===== src/rtl/asx_pkg.sv =====
package asx_pkg;
  typedef enum logic [1:0] {
    FN_AND  = 2'b00,
    FN_OR   = 2'b01,
    FN_NOTB = 2'b10,
    FN_SUM  = 2'b11
  } asx_fn_e;
endpackage


===== src/rtl/asx_operand_cond.sv =====
module asx_operand_cond #(
  parameter int W = 32
) (
  input  logic [W-1:0] a_in,
  input  logic [W-1:0] b_in,
  input  logic         a_en,
  input  logic         b_en,
  input  logic         a_inv,
  output logic [W-1:0] a_cond,
  output logic [W-1:0] b_cond
);
  logic [W-1:0] a_gated;

  // gate first, then invert
  always_comb begin
    a_gated = a_en ? a_in : '0;
    a_cond  = a_gated ^ {W{a_inv}};
    b_cond  = b_en ? b_in : '0;
  end
endmodule


===== src/rtl/asx_func_unit.sv =====
module asx_func_unit
  import asx_pkg::*;
#(
  parameter int W = 32
) (
  input  logic [W-1:0] a_cond,
  input  logic [W-1:0] b_cond,
  input  asx_fn_e      fn,
  input  logic         cin,
  output logic [W-1:0] y
);
  logic [W-1:0] sum;

  always_comb begin
    sum = a_cond + b_cond + {{(W-1){1'b0}}, cin};
    unique case (fn)
      FN_AND:  y = a_cond & b_cond;
      FN_OR:   y = a_cond | b_cond;
      FN_NOTB: y = ~b_cond;
      default: y = sum;
    endcase
  end
endmodule


===== src/rtl/asx_shifter.sv =====
module asx_shifter #(
  parameter int W     = 32,
  parameter int LSHFT = 8
) (
  input  logic [W-1:0] d,
  input  logic         shl,
  input  logic         sar,
  output logic [W-1:0] q
);
  always_comb begin
    unique case ({shl, sar})
      2'b10:   q = {d[W-1-LSHFT:0], {LSHFT{1'b0}}};
      2'b01:   q = {d[W-1], d[W-1:1]};
      default: q = d;  // neither or both: pass through
    endcase
  end
endmodule


===== src/rtl/asx_flag_reg.sv =====
module asx_flag_reg #(
  parameter int W = 32
) (
  input  logic         clk,
  input  logic         rst_n,
  input  logic         we,
  input  logic [W-1:0] y,
  output logic         neg,
  output logic         zero
);
  logic neg_d, zero_d;

  always_comb begin
    neg_d  = neg;
    zero_d = zero;
    if (we) begin
      neg_d  = y[W-1];
      zero_d = (y == '0);
    end
  end

  always_ff @(posedge clk or negedge rst_n) begin
    if (!rst_n) begin
      neg  <= 1'b0;
      zero <= 1'b0;
    end else begin
      neg  <= neg_d;
      zero <= zero_d;
    end
  end

  p_flags_hold_r9: assert property (@(posedge clk) disable iff (!rst_n)
    !we |=> $stable({neg, zero}))
    else $error("flags changed without strobe");
endmodule


===== src/rtl/asx_alu_shift.sv =====
module asx_alu_shift
  import asx_pkg::*;
#(
  parameter int W     = 32,
  parameter int LSHFT = 8
) (
  input  logic         clk,
  input  logic         rst_n,
  input  logic [W-1:0] opa,
  input  logic [W-1:0] opb,
  input  logic [1:0]   fn_sel,
  input  logic         opa_en,
  input  logic         opb_en,
  input  logic         opa_inv,
  input  logic         carry_in,
  input  logic         shl_byte,
  input  logic         sar_one,
  input  logic         flag_we,
  output logic [W-1:0] res_bus,
  output logic         flag_neg,
  output logic         flag_zero
);
  logic [W-1:0] a_c, b_c, alu_y;
  asx_fn_e      fn;

  assign fn = asx_fn_e'(fn_sel);

  asx_operand_cond #(.W(W)) u_cond (
    .a_in(opa), .b_in(opb), .a_en(opa_en), .b_en(opb_en), .a_inv(opa_inv),
    .a_cond(a_c), .b_cond(b_c)
  );

  asx_func_unit #(.W(W)) u_fu (
    .a_cond(a_c), .b_cond(b_c), .fn(fn), .cin(carry_in), .y(alu_y)
  );

  asx_shifter #(.W(W), .LSHFT(LSHFT)) u_sh (
    .d(alu_y), .shl(shl_byte), .sar(sar_one), .q(res_bus)
  );

  asx_flag_reg #(.W(W)) u_flg (
    .clk(clk), .rst_n(rst_n), .we(flag_we), .y(alu_y),
    .neg(flag_neg), .zero(flag_zero)
  );

  p_neg_capture_r8: assert property (@(posedge clk) disable iff (!rst_n)
    flag_we |=> flag_neg == $past(alu_y[W-1]))
    else $error("negative flag not captured");

  p_zero_capture_r8: assert property (@(posedge clk) disable iff (!rst_n)
    flag_we |=> flag_zero == ($past(alu_y) == '0))
    else $error("zero flag not captured");

  p_both_pass_r7: assert property (@(posedge clk) disable iff (!rst_n)
    (shl_byte && sar_one) |-> res_bus == alu_y)
    else $error("both shift lines did not pass through");

  p_sll_fill_r6: assert property (@(posedge clk) disable iff (!rst_n)
    (shl_byte && !sar_one) |-> res_bus[LSHFT-1:0] == '0)
    else $error("left shift low byte not zero");

  p_sra_sign_r6: assert property (@(posedge clk) disable iff (!rst_n)
    (sar_one && !shl_byte) |-> res_bus[W-1] == alu_y[W-1])
    else $error("right shift lost sign");

  p_and_subset_r3: assert property (@(posedge clk) disable iff (!rst_n)
    (fn_sel == 2'b00) |-> (alu_y & ~b_c) == '0)
    else $error("AND result outside B operand");
endmodule


===== config.mk =====
export PLATFORM = sky130hd
export DESIGN_NAME = asx_alu_shift
export DESIGN_NICKNAME = d
export VERILOG_FILES = /design/src/rtl/asx_pkg.sv /design/src/rtl/asx_operand_cond.sv /design/src/rtl/asx_func_unit.sv /design/src/rtl/asx_shifter.sv /design/src/rtl/asx_flag_reg.sv /design/src/rtl/asx_alu_shift.sv
export SDC_FILE = /design/constraint.sdc
export NUM_CORES = 1
export LEC_CHECK = 0
export ABC_AREA = 0
export BUFFER_PORTS_ARGS = -buffer_cell sky130_fd_sc_hd__buf_2
export CAP_MARGIN = 20
export CELL_PAD_IN_SITES_DETAIL_PLACEMENT = 0
export CELL_PAD_IN_SITES_GLOBAL_PLACEMENT = 1
export CORE_ASPECT_RATIO = 2
export CORE_UTILIZATION = 43
export CTS_CLUSTER_DIAMETER = 120
export DETAILED_ROUTE_END_ITERATION = 12
export GPL_TIMING_DRIVEN = 0
export HOLD_SLACK_MARGIN = 0.02
export PLACE_DENSITY_LB_ADDON = 0.1
export REMOVE_ABC_BUFFERS = 1
export SKIP_CTS_REPAIR_TIMING = 1
export SYNTH_ARGS = -nofsm -noshare
export SYNTH_HDL_FRONTEND = slang
export SYNTH_SLANG_ARGS = --single-unit
export TNS_END_PERCENT = 100

===== constraint.sdc =====
create_clock -name clk -period 9.6 [get_ports clk]
set_clock_uncertainty 0.05 [all_clocks]
set_input_delay 0.48 -clock clk [delete_from_list [all_inputs] [get_ports clk]]
set_output_delay 0.48 -clock clk [all_outputs]
set_load 0.01 [all_outputs]

==> reports/qor.csv, run 1 <==
stage,metric,value,unit
critical_path,crit_path_cell_trace,buf_2 > xnor2_1 > fa_1 > inv_1 > fa_1 > nand2b_1 > a211oi_4 > o21ai_0 > a21oi_1 > o2111ai_1 > nand2b_1 > xnor2_1 > o21ai_0 > a22oi_1 > o21ai_0 > buf_2,
finish,stdcell_count,923,
finish,layout-drive-gt1-share,0.1903,
logic_synthesis,synth_simple_gate_area_frac,0.2231,
logic_synthesis,edff_count_synth,0,
clock_network,cts-root-buf,sky130_fd_sc_hd__clkbuf_16,
critical_path,critical_path.reg2reg.startpoint,u_flg.zero,
logic_synthesis,netlist_instances,722,
floorplan,row_count,54,
logic_synthesis,async_reset_ff_frac,1.000,
clock_network,clock_latency,0.22,ns
grt,grt_antenna_before_repair,0,
logic_synthesis,mappedNetlistArea,0.004828,mm2
placed_design,detailedPlacementHpwl,13770,um
clock_network,tritoncts,built,
finish,ff_latch_area,50.05,um2
hold_path,number_of_cells_on_the_worst_hold_path,2,
critical_path,crit-reg2reg-capture,u_flg.zero,
critical_path,timing.critical_path.to,res_bus[21],
clock_network,tritoncts_num_sinks,2,
floorplan,floorplan.initialDensity,0.4411,
timing,final-setup-viol-count,0,
clock_network,cts_buffers,3,
critical_path,timing.critical_path.from,opa_inv,
timing,layout_worst_path_cycle_share,0.6093,
clock_network,ctsLongestPathBuffers,2,
finish,multi_input_area,0.004192,mm2
timing,final.min_clock_period,5.849,ns
floorplan,die_area,0.01168,mm2
critical_path,cp_top_family,compound AO/OA/AOI/OAI gates,
placed_design,cell_count_after_placement,919,
critical_path,cp.buffers_inverters,3,
critical_path,worstSetupPathDepth,16,
floorplan,die_h,151.9,um
detailed_routing,initialDrtViolationCount,227,
critical_path,most_frequent_cell_on_the_critical_path,sky130_fd_sc_hd__o21ai_0,
logic_synthesis,post_synth_fa_ha_maj_area_fraction,0.1793,
timing,max_slew.worst_pin.slew,1.047,ns
hold_path,hold_path_class,in2reg,
detailed_routing,detailroute.via_count,5352,
grt,gr-usage-met1,0.2811,
grt,grt-ovfl-total,0,
grt,grt.met2_usage,0.6127,
grt,global_route_met3_usage,0.01201,
logic_synthesis,syn-mean-instance-area,6.688,um2
timing,finalSetupTns,0,ns
critical_path,reg2regPathDepth,2,
logic_synthesis,synth-seq-area-share,0.01037,
critical_path,timing_worst_setup_path_type,in2out,
logic_synthesis,most_instantiated_library_cell_after_synthesis,sky130_fd_sc_hd__nand2_1,
critical_path,worstSetupEndpointType,primary output,
timing,achievable-frequency,171.0,MHz
logic_synthesis,synth_largest_area_cell,sky130_fd_sc_hd__ha_1,
logic_synthesis,synth.area.mux_share,0.03161,
logic_synthesis,combinational_family_with_the_most_area_after_synthesis,compound AO/OA/AOI/OAI gates,
placed_design,place.gp.congestion,0.9013,
placed_design,port_buffers,108,
logic_synthesis,share_of_the_synthesized_area_in_the_top_cell_type,0.1710,
floorplan,ios,109,
clock_network,clk_transition_reported_paths,0.03,ns
detailed_routing,drc_markers,0,
timing,setup_repair_after_global_routing_missed_its_margin,false,
finish,area_growth_from_synthesis_to_layout,11.87,%
clock_network,htreeDepth,1,
detailed_routing,drt-vias-per-instance,5.798,
power,max-vdd-ir-drop,62.44,uV
critical_path,crit_required,9.07,ns
logic_synthesis,synth.area.top_cells,"sky130_fd_sc_hd__ha_1 (17%), sky130_fd_sc_hd__nand2_1 (9.4%), sky130_fd_sc_hd__xnor2_1 (8.3%), sky130_fd_sc_hd__inv_1 (6.1%), sky130_fd_sc_hd__a21oi_1 (5.4%)",
detailed_routing,totalWireLength,17360,um
grt,track_usage,0.2905,
grt,via_count_of_the_first_global_routing_pass,5240,
finish,num_antenna_cells,0,
grt,pin_count_of_the_biggest_net_entering_global_routing,42,
timing,final_hold_viol_count,0,
timing,post-route-worst-setup-slack,3.751,ns
detailed_routing,drt-wirelength-per-cell,18.81,um
detailed_routing,drt.antenna.violating_nets,0,
logic_synthesis,postSynthRegisterBits,2,
critical_path,arrival,5.32,ns
timing,timing.max_slew.rel_slack,0.3022,
finish,finalNetCount,928,
grt,gr-max-usage-layer,met2,
grt,global_route_wire_length_before_repair,26960,um
floorplan,core_area,0.01095,mm2
finish,fillCellCount,1191,
timing,hold-worst-slack,0.4937,ns
status,status,completed,
timing,slew_violations,0,
floorplan,die_width,76.93,um
power,p_leak,0.002699,uW
logic_synthesis,ys_warn_count,0,
logic_synthesis,synth_xor_xnor_area_share,0.1016,
logic_synthesis,synth.top_cells.by_count,"sky130_fd_sc_hd__nand2_1 (121), sky130_fd_sc_hd__inv_1 (79), sky130_fd_sc_hd__ha_1 (66)",
critical_path,critical_path.max_fanout,32,
logic_synthesis,synth_compound_area_frac,0.3320,
critical_path,critical_path.slowest_cell,sky130_fd_sc_hd__buf_2,
critical_path,r2r_slack,8.86,ns
logic_synthesis,synth-main-ff-cell,sky130_fd_sc_hd__dfrtp_1,
power,pwr_density_cell,90.31,mW/mm2
logic_synthesis,count_of_different_cell_masters_after_synthesis,77,
detailed_routing,first_pass_iters,5,
critical_path,max_stage_delay_on_crit_path,0.78,ns
placed_design,place_ws,3.760,ns
flow_run,timing.max_cap.violations,0,
critical_path,setup.worst_path.start_class,input port,
-- worst reg2reg max path, cell delays in order (launching register included) --
cell and delay (ns):
sky130_fd_sc_hd__dfrtp_1 0.38, sky130_fd_sc_hd__nand2b_1 0.09, sky130_fd_sc_hd__o31ai_2 0.08
-- layout make-up --
cell class	instances	area share
inverters	79	0.05490
well taps	140	0.03243
flip-flops and latches	2	0.009266
multi-input cells	587	0.7760
clock buffers	3	0.01390
repair buffers	112	0.1135
-- power breakdown --
part	internal [uW]	leakage [uW]	total [uW]	switching, uW
clock network	53.0	0.0000370	62.2	9.22
logic	160	0.00264	416	256
registers	9.25	0.0000250	9.75	0.495
-- metrics by stage --
| step | utilization | instance area, um2 | power [uW] |
|---|---|---|---|
| after floorplan | - | 4536 | 285.4 |
| after global placement | 0.4798 | 5251 | 410.7 |
| after detailed placement | 0.4857 | 5316 | 421.9 |
| after CTS | 0.4926 | 5391 | 486.9 |
| after global routing | 0.4935 | 5401 | 526.2 |
| final | 0.4935 | 5401 | 487.8 |
-- registers in the layout, indices dropped and copies added, names as in the netlist --
register / flops
u_flg.zero: 1
u_flg.neg: 1
-- how the worst min path moves through the flow --
stage                     startpoint         end
final                        flag_we   u_flg.neg
after global routing         flag_we   u_flg.neg
after CTS                      rst_n  u_flg.zero
after detailed placement       rst_n  u_flg.zero
after global placement         rst_n   u_flg.neg
after floorplan                rst_n   u_flg.neg
-- layer usage --
| layer | share of wire | wire length (um) | vias up |
|---|---|---|---|
| met5 | 0 | 0 | - |
| met4 | 0.039 | 685 | 0 |
| met3 | 0.022 | 385 | 32 |
| met2 | 0.58 | 10100 | 142 |
| met1 | 0.36 | 6193 | 2541 |
| li1 | - | - | 2637 |
-- kinds of logic (layout without fill, tap and decap cells) --
group	after synthesis	count (layout)
simple gates	229	229
compound gates	225	225
buf+inv	133	194
fa+ha+maj	68	68
xor+xnor	56	56
mux	9	9
flops	2	2
-- layout by cell type (no fill, tap or decap), types with 4 or more instances in the layout --
cell type | Yosys | routed
sky130_fd_sc_hd__a22o_1 | 8 | 8
sky130_fd_sc_hd__or4_1 | 4 | 4
sky130_fd_sc_hd__mux4_2 | 5 | 5
sky130_fd_sc_hd__mux2i_1 | 4 | 4
sky130_fd_sc_hd__a211oi_1 | 20 | 20
sky130_fd_sc_hd__a21oi_1 | 52 | 52
sky130_fd_sc_hd__o21a_1 | 9 | 9
sky130_fd_sc_hd__ha_1 | 66 | 66
sky130_fd_sc_hd__o211ai_1 | 8 | 8
sky130_fd_sc_hd__nor2_1 | 38 | 38
sky130_fd_sc_hd__nand3_1 | 7 | 7
sky130_fd_sc_hd__o21ai_1 | 5 | 5
sky130_fd_sc_hd__a22oi_1 | 19 | 19
sky130_fd_sc_hd__nand2b_1 | 7 | 7
sky130_fd_sc_hd__xnor2_1 | 46 | 46
sky130_fd_sc_hd__nand2_1 | 121 | 121
sky130_fd_sc_hd__inv_1 | 79 | 79
sky130_fd_sc_hd__a221oi_1 | 5 | 5
sky130_fd_sc_hd__a21o_1 | 7 | 7
sky130_fd_sc_hd__o21ai_0 | 45 | 45
sky130_fd_sc_hd__nand4_1 | 12 | 12
sky130_fd_sc_hd__nor3_1 | 7 | 7
sky130_fd_sc_hd__buf_2 | 12 | 108
sky130_fd_sc_hd__a21oi_2 | 5 | 5
sky130_fd_sc_hd__xor2_1 | 10 | 10
sky130_fd_sc_hd__nor2b_1 | 9 | 8
Note: power is estimated with default switching activity, not from simulation.
==> run 2, diff against run 1 <==
--- a/config.mk
+++ b/config.mk
@@ -5,13 +5,13 @@
 export SDC_FILE = /design/constraint.sdc
 export NUM_CORES = 1
 export LEC_CHECK = 0
-export ABC_AREA = 0
+export ABC_AREA = 1
 export BUFFER_PORTS_ARGS = -buffer_cell sky130_fd_sc_hd__buf_2
 export CAP_MARGIN = 20
 export CELL_PAD_IN_SITES_DETAIL_PLACEMENT = 0
 export CELL_PAD_IN_SITES_GLOBAL_PLACEMENT = 1
 export CORE_ASPECT_RATIO = 2
-export CORE_UTILIZATION = 43
+export CORE_UTILIZATION = 34
 export CTS_CLUSTER_DIAMETER = 120
 export DETAILED_ROUTE_END_ITERATION = 12
 export GPL_TIMING_DRIVEN = 0
==> constraint.sdc (replaced) <==
create_clock -name clk -period 4.83 [get_ports clk]
set_clock_uncertainty 0.05 [all_clocks]
set_input_delay 0.2415 -clock clk [delete_from_list [all_inputs] [get_ports clk]]
set_output_delay 0.2415 -clock clk [all_outputs]
set_load 0.01 [all_outputs]
==> run 2 against run 1 <==
First-iteration DRC count up 30%. Clock-buffer cell count unchanged. Setup slack worse by 3.2 ns. Final cell count up 43%. Largest power group unchanged. Sequential power up 96%. Flip-flop and latch count unchanged. Via count up 19%. Die area up 38%. Register-to-register slack worse by 4.7 ns. Synthesized area up 10%. Total power up 100%. Critical endpoint is now res_bus[24].
==> reports/qor.csv, run 2 <==
stage,metric,value,unit,change
floorplan,ios,109,,unchanged
critical_path,reg2regPathDepth,2,,unchanged
clock_network,ctsLongestPathBuffers,2,,unchanged
grt,global_route_wire_length_before_repair,32220,um,+20%
logic_synthesis,ys_warn_count,0,,unchanged
detailed_routing,first_pass_iters,4,,-1
power,power.share.combinational,0.854,,about the same
finish,fillCellCount,1911,,+60%
clock_network,clk_transition_reported_paths,0.03,ns,about the same
finish,layout-drive-gt1-share,0.1628,,-0.02748
clock_network,clock_latency,0.22,ns,about the same
power,clock_power_share,0.127,,about the same
detailed_routing,initialDrtViolationCount,296,,+30%
detailed_routing,detailroute.via_count,6386,,+19%
grt,pin_count_of_the_biggest_net_entering_global_routing,33,,-21%
timing,finalSetupTns,0,ns,unchanged
finish,layout.core_utilization,0.3949,,-0.09861
power,switching_share,0.5978,,+0.05338
detailed_routing,drt.antenna.violating_nets,0,,unchanged
logic_synthesis,postSynthRegisterBits,2,,unchanged
grt,grt_antenna_before_repair,0,,unchanged
power,p_leak,0.003819,uW,+41%
grt,grt-ovfl-total,0,,unchanged
critical_path,crit-reg2reg-capture,u_flg.neg,,
placed_design,place.gp.congestion,0.8710,,-3.4%
logic_synthesis,count_of_different_cell_masters_after_synthesis,38,,-51%
timing,layout_worst_path_cycle_share,0.8758,,
flow_run,timing.max_cap.violations,0,,unchanged
floorplan,core_area,0.01529,mm2,+40%
hold_path,number_of_cells_on_the_worst_hold_path,4,,+2
clock_network,htreeDepth,1,,unchanged
logic_synthesis,synth-main-ff-cell,sky130_fd_sc_hd__dfrtp_1,,
clock_network,cts-root-buf,sky130_fd_sc_hd__clkbuf_16,,
hold_path,min_to,u_flg.zero,,
critical_path,critical_path.max_fanout,32,,unchanged
critical_path,r2r_slack,4.11,ns,-4.75 ns
critical_path,setup.worst_path.start_class,input port,,
floorplan,floorplan.initialDensity,0.3476,,-0.09353
grt,via_count_of_the_first_global_routing_pass,6297,,+20%
detailed_routing,drt-vias-per-instance,4.831,,-17%
status,status,completed,,
logic_synthesis,synth.top_cells.by_count,"sky130_fd_sc_hd__nand2_1 (404), sky130_fd_sc_hd__inv_1 (202), sky130_fd_sc_hd__ha_1 (66)",,
grt,track_usage,0.2604,,-0.03014
detailed_routing,totalWireLength,21120,um,+22%
logic_synthesis,most_instantiated_library_cell_after_synthesis,sky130_fd_sc_hd__nand2_1,,
timing,timing.max_slew.rel_slack,0.2978,,-0.004348
critical_path,worstSetupEndpointType,primary output,,
finish,layout_top_registers,"u_flg.neg x1, u_flg.zero x1",,
logic_synthesis,async_reset_ff_frac,1.000,,unchanged
logic_synthesis,netlist_instances,1039,,+44%
power,pwr_density_cell,164.9,mW/mm2,+83%
finish,finalNetCount,1269,,+37%
critical_path,crit_required,4.54,ns,-4.53 ns
placed_design,detailedPlacementHpwl,17170,um,+25%
critical_path,timing_worst_setup_path_type,in2out,,
hold_path,hold_path_class,in2reg,,
power,post-layout-total-power,996.0,uW,+100%
timing,achievable-frequency,236.4,MHz,
finish,area_growth_from_synthesis_to_layout,13.60,%,
power,switching_power,595.4,uW,+120%
timing,setup_repair_after_global_routing_missed_its_margin,false,,
finish,num_antenna_cells,0,,unchanged
timing,slew_violations,0,,unchanged
power,max-vdd-ir-drop,99.68,uV,+60%
timing,final_hold_viol_count,0,,unchanged
power,power.sequential.fraction,0.019,,about the same
critical_path,arrival,3.94,ns,-1.38 ns
floorplan,die_width,90.42,um,+18%
detailed_routing,drt-wirelength-per-cell,15.98,um,-15%
clock_network,cts_buffers,3,,unchanged
finish,postLayoutCellArea,0.006040,mm2,+12%
logic_synthesis,edff_count_synth,0,,unchanged
hold_path,worstHoldStart,flag_we,,
finish,most_frequent_standard_cell_in_the_layout_excluding_fill_and_tap_cells,sky130_fd_sc_hd__nand2_1,,
logic_synthesis,share_of_the_synthesized_area_in_the_top_cell_type,0.2852,,+0.1142
power,power_report.internal_total,400.6,uW,+80%
logic_synthesis,synth_largest_area_cell,sky130_fd_sc_hd__nand2_1,,
timing,final.min_clock_period,4.230,ns,
finish,most_frequent_cells_in_the_layout,"sky130_fd_sc_hd__nand2_1 (404), sky130_fd_sc_hd__inv_1 (202), sky130_fd_sc_hd__buf_2 (108)",,
timing,final-setup-viol-count,0,,unchanged
logic_synthesis,mappedNetlistArea,0.005316,mm2,+10%
floorplan,row_count,64,,+19%
logic_synthesis,synth-seq-area-share,0.009414,,-0.0009514
critical_path,critical_path.reg2reg.startpoint,u_flg.neg,,
detailed_routing,drc_markers,0,,unchanged
floorplan,die_area,0.01617,mm2,+38%
logic_synthesis,synth.area.top_cells,"sky130_fd_sc_hd__nand2_1 (29%), sky130_fd_sc_hd__ha_1 (16%), sky130_fd_sc_hd__inv_1 (14%), sky130_fd_sc_hd__nand3_1 (5.6%), sky130_fd_sc_hd__xor2_1 (5.3%)",,
logic_synthesis,syn-mean-instance-area,5.117,um2,-23%
floorplan,die_h,178.8,um,+18%
timing,max_slew.worst_pin.slew,1.053,ns,+0.006521 ns
clock_network,tritoncts_num_sinks,2,,unchanged
clock_network,tritoncts,built,,
placed_design,placedInstanceArea,0.005954,mm2,+12%
placed_design,port_buffers,108,,unchanged
timing,hold-worst-slack,0.2766,ns,-0.2172 ns
==> run 2: per-layer routing <==
layer,part of all wire,wire length (um),GRT usage
met1,0.34,7177,0.2255
met2,0.57,12000,0.5633
met3,0.020,420,0.01230
met4,0.072,1526,0.1599
met5,0,0,0
==> run 2: logic make-up (layout without fill, tap and decap cells) <==
kind of cell | count (synthesis) | after routing | synth area share
adders and majority gates | 68 | 68 | 0.1629
buffers and inverters | 253 | 338 | 0.1887
DFF | 2 | 2 | 0.009414
AOI/OAI and AO/OA | 113 | 113 | 0.1377
xor gates and xnor gates | 32 | 32 | 0.05272
and+or+nand+nor | 571 | 571 | 0.4486
==> run 2: worst max-delay path by stage <==
stage                 start     endpoint  slack, ns  cells past startpoint
floorplan            opa[0]  res_bus[23]       2.30                     19
global placement    opa_inv  res_bus[24]       0.58                     19
detailed placement  opa_inv  res_bus[23]       0.58                     19
CTS                 opa_inv  res_bus[23]       0.58                     19
global route        opa_inv  res_bus[23]       0.32                     19
finish              opa_inv  res_bus[24]       0.60                     19
==> run 2: power groups by stage <==
stage	Combinational, uW	Clock, uW	Sequential (uW)
5_1_grt	958	129	19.2
6_report	851	126	19.1
4_1_cts	856	127	19.0
2_1_floorplan	561	0	19.5
3_5_place_dp	852	0	18.9
3_3_place_gp	849	0	18.9
==> run 2: critical path, stage by stage <==
cell	delay, ns
sky130_fd_sc_hd__buf_2	0.78
sky130_fd_sc_hd__xor2_1	0.20
sky130_fd_sc_hd__inv_1	0.15
sky130_fd_sc_hd__fa_1	0.24
sky130_fd_sc_hd__inv_1	0.08
sky130_fd_sc_hd__fa_1	0.44
sky130_fd_sc_hd__inv_1	0.17
sky130_fd_sc_hd__nand2_1	0.12
sky130_fd_sc_hd__nand2_1	0.07
sky130_fd_sc_hd__nand3_1	0.16
sky130_fd_sc_hd__nand2_1	0.15
sky130_fd_sc_hd__nand2_1	0.09
sky130_fd_sc_hd__nand2_1	0.10
sky130_fd_sc_hd__nand2_1	0.08
sky130_fd_sc_hd__nand3_1	0.07
sky130_fd_sc_hd__nand2_1	0.07
sky130_fd_sc_hd__a21oi_2	0.31
sky130_fd_sc_hd__o221ai_1	0.21
sky130_fd_sc_hd__buf_2	0.19
==> run 2: metrics by stage <==
step                      worst slack [ns]  std cells
final                               0.5997       1322
after global routing                0.3205       1322
after CTS                           0.5773       1321
after detailed placement            0.5806       1318
after global placement              0.5766       1318
after floorplan                      2.299       1012
==> run 2: area by class of cell <==
cell class	count	area [um2]	share of cell area
Multi-Input combinational cell	784	4263	0.7058
Inverter	226	853.3	0.1413
Tap cell	198	247.7	0.04102
Timing Repair Buffer	109	550.5	0.09115
Clock buffer	3	75.07	0.01243
Sequential cell	2	50.05	0.008287
==> run 3, diff against run 2 <==
--- a/config.mk
+++ b/config.mk
@@ -14,7 +14,6 @@
 export CORE_UTILIZATION = 34
 export CTS_CLUSTER_DIAMETER = 120
 export DETAILED_ROUTE_END_ITERATION = 12
-export GPL_TIMING_DRIVEN = 0
 export HOLD_SLACK_MARGIN = 0.02
 export PLACE_DENSITY_LB_ADDON = 0.1
 export REMOVE_ABC_BUFFERS = 1
==> run 3 against run 2 <==
Cell area is 0.50% higher. Maximum frequency is 11% higher. Non-clock buffer count is 4 higher. Die area stayed put. Core utilization is 0.20 points higher. Final cell count is 0.30% higher. Via count is 1.6% higher. Setup slack better by 0.42 ns. Critical endpoint is now res_bus[20]. Largest power group unchanged.
==> reports/qor.csv, run 3 (synthesized netlist as in run 2, its figures left out) <==
stage,metric,value,unit,change
status,status,completed,,
timing,max_slew.worst_pin.slew,0.7154,ns,-0.3378 ns
clock_network,cts-root-buf,sky130_fd_sc_hd__clkbuf_16,,
flow_run,timing.max_cap.violations,0,,unchanged
clock_network,tritoncts,built,,
grt,pin_count_of_the_biggest_net_entering_global_routing,33,,unchanged
placed_design,port_buffers,108,,unchanged
detailed_routing,drt.antenna.violating_nets,0,,unchanged
critical_path,crit-reg2reg-capture,u_flg.neg,,
timing,finalSetupTns,0,ns,unchanged
power,max-vdd-ir-drop,98.60,uV,-1.1%
placed_design,place.gp.congestion,0.9134,,+4.9%
timing,hold-worst-slack,0.2721,ns,-0.004433 ns
clock_network,tritoncts_num_sinks,2,,unchanged
critical_path,max_stage_delay_on_crit_path,0.54,ns,-0.24 ns
clock_network,htreeDepth,1,,unchanged
grt,track_usage,0.2717,,+0.01126
floorplan,die_width,90.42,um,unchanged
floorplan,die_h,178.8,um,unchanged
critical_path,cp_top_family,simple AND/OR/NAND/NOR gates,,
detailed_routing,drt-vias-per-instance,4.891,,+1.3%
power,post-layout-total-power,1005,uW,+0.90%
hold_path,hold_path_class,in2reg,,
placed_design,detailedPlacementHpwl,18370,um,+7.0%
critical_path,crit_required,4.54,ns,about the same
grt,grt-ovfl-total,0,,unchanged
timing,slew_violations,0,,unchanged
critical_path,reg2regPathDepth,2,,unchanged
critical_path,timing_worst_setup_path_type,in2out,,
critical_path,crit_path_cell_trace,buf_2 > nand2_1 > xor2_1 > inv_1 > fa_1 > inv_1 > fa_1 > inv_1 > nand3_1 > nand2_1 > nand3_1 > nand3_1 > nand2_1 > nand2_1 > nand2_1 > nand2_1 > nand2_1 > nand2_1 > nand2_1 > o211ai_1 > buf_2,,
floorplan,ios,109,,unchanged
critical_path,critical_path.max_fanout,32,,unchanged
finish,most_frequent_cells_in_the_layout,"sky130_fd_sc_hd__nand2_1 (404), sky130_fd_sc_hd__inv_1 (202), sky130_fd_sc_hd__buf_2 (108)",,
clock_network,cts_buffers,3,,unchanged
finish,layout_top_registers,"u_flg.neg x1, u_flg.zero x1",,
detailed_routing,totalWireLength,21980,um,+4.1%
detailed_routing,drt-wirelength-per-cell,16.58,um,+3.8%
detailed_routing,drc_markers,0,,unchanged
clock_network,clk_transition_reported_paths,0.03,ns,about the same
floorplan,row_count,64,,unchanged
power,pwr_density_cell,165.6,mW/mm2,+0.40%
finish,area_growth_from_synthesis_to_layout,14.17,%,
grt,via_count_of_the_first_global_routing_pass,6463,,+2.6%
finish,layout-drive-gt1-share,0.1658,,+0.002969
grt,global_route_wire_length_before_repair,33490,um,+3.9%
placed_design,place_ws,1.036,ns,+0.4549 ns
finish,most_frequent_standard_cell_in_the_layout_excluding_fill_and_tap_cells,sky130_fd_sc_hd__nand2_1,,
critical_path,cp.buffers_inverters,5,,unchanged
critical_path,arrival,3.52,ns,-0.42 ns
timing,setup_repair_after_global_routing_missed_its_margin,false,,
critical_path,setup.worst_path.start_class,input port,,
hold_path,worstHoldStart,flag_we,,
timing,final_hold_viol_count,0,,unchanged
critical_path,r2r_slack,4.15,ns,+0.04 ns
detailed_routing,initialDrtViolationCount,356,,+20%
hold_path,number_of_cells_on_the_worst_hold_path,4,,unchanged
timing,achievable-frequency,262.7,MHz,+11%
critical_path,critical_path.reg2reg.startpoint,u_flg.neg,,
timing,final-setup-viol-count,0,,unchanged
floorplan,floorplan.initialDensity,0.3476,,unchanged
finish,num_antenna_cells,0,,unchanged
timing,timing.max_slew.rel_slack,0.5231,,+0.2252
critical_path,critical_path.slowest_cell,sky130_fd_sc_hd__buf_2,,
floorplan,core_area,0.01529,mm2,unchanged
floorplan,die_area,0.01617,mm2,unchanged
detailed_routing,detailroute.via_count,6486,,+1.6%
timing,post-route-worst-setup-slack,1.023,ns,+0.4233 ns
clock_network,ctsLongestPathBuffers,2,,unchanged
clock_network,clock_latency,0.22,ns,about the same
detailed_routing,first_pass_iters,4,,unchanged
finish,layout.core_utilization,0.3968,,+0.001963
timing,final.min_clock_period,3.807,ns,-0.4233 ns
grt,grt_antenna_before_repair,0,,unchanged
power,p_leak,0.003838,uW,+0.51%
hold_path,min_to,u_flg.zero,,
timing,layout_worst_path_cycle_share,0.7882,,-0.08765
critical_path,most_frequent_cell_on_the_critical_path,sky130_fd_sc_hd__nand2_1,,
critical_path,worstSetupEndpointType,primary output,,
finish,finalNetCount,1273,,+0.32%
## run 3: changes by cell type in the layout (fill, tap and decap cells not counted), sizes merged
cell  before  now
buf      108  112
## run 3: routing by layer
metal / track usage / vias up / wire [um]
li1: - / 3370 / -
met1: 0.2363 / 2894 / 7261
met2: 0.5824 / 151 / 12560
met3: 0.01145 / 71 / 462
met4: 0.1774 / 0 / 1696
met5: 0 / - / 0
## run 3: worst max path at each step
stage	startpoint	to	slack, ns	cells after the start
after global routing	opa_en	res_bus[20]	0.73	21
after CTS	opa_en	res_bus[20]	1.03	21
final	opa_en	res_bus[20]	1.02	21
after floorplan	opa[0]	res_bus[23]	2.30	19
after detailed placement	opa_en	res_bus[20]	1.04	21
after global placement	opa_en	res_bus[20]	1.04	21
## run 3: final cells by class
cell class | instances | area (um2)
multi-input cells | 784 | 4263
well taps | 198 | 247.7
fillers | 1861 | 9225
flip-flops and latches | 2 | 50.05
inverters | 226 | 853.3
repair buffers | 113 | 580.6
clock buffers | 3 | 75.07
## run 3: worst reg2reg max path, delay by kind of cell (launching register included)
kind	cells	cell delay, ns
compound gates	1	0.06
simple gates	1	0.06
flops	1	0.37
## run 3: power breakdown
part / internal [uW] / switching, uW / leakage (uW)
Sequential: 18.1 / 0.759 / 0.0000264
Clock: 105 / 20.0 / 0.0000370
Combinational: 279 / 581 / 0.00377
## run 3: metrics by stage
| step | std cells | cell area, um2 |
|---|---|---|
| floorplan | 1012 | 5166 |
| global placement | 1322 | 5984 |
| detailed placement | 1322 | 5984 |
| CTS | 1325 | 6060 |
| global route | 1326 | 6070 |
| finish | 1326 | 6070 |
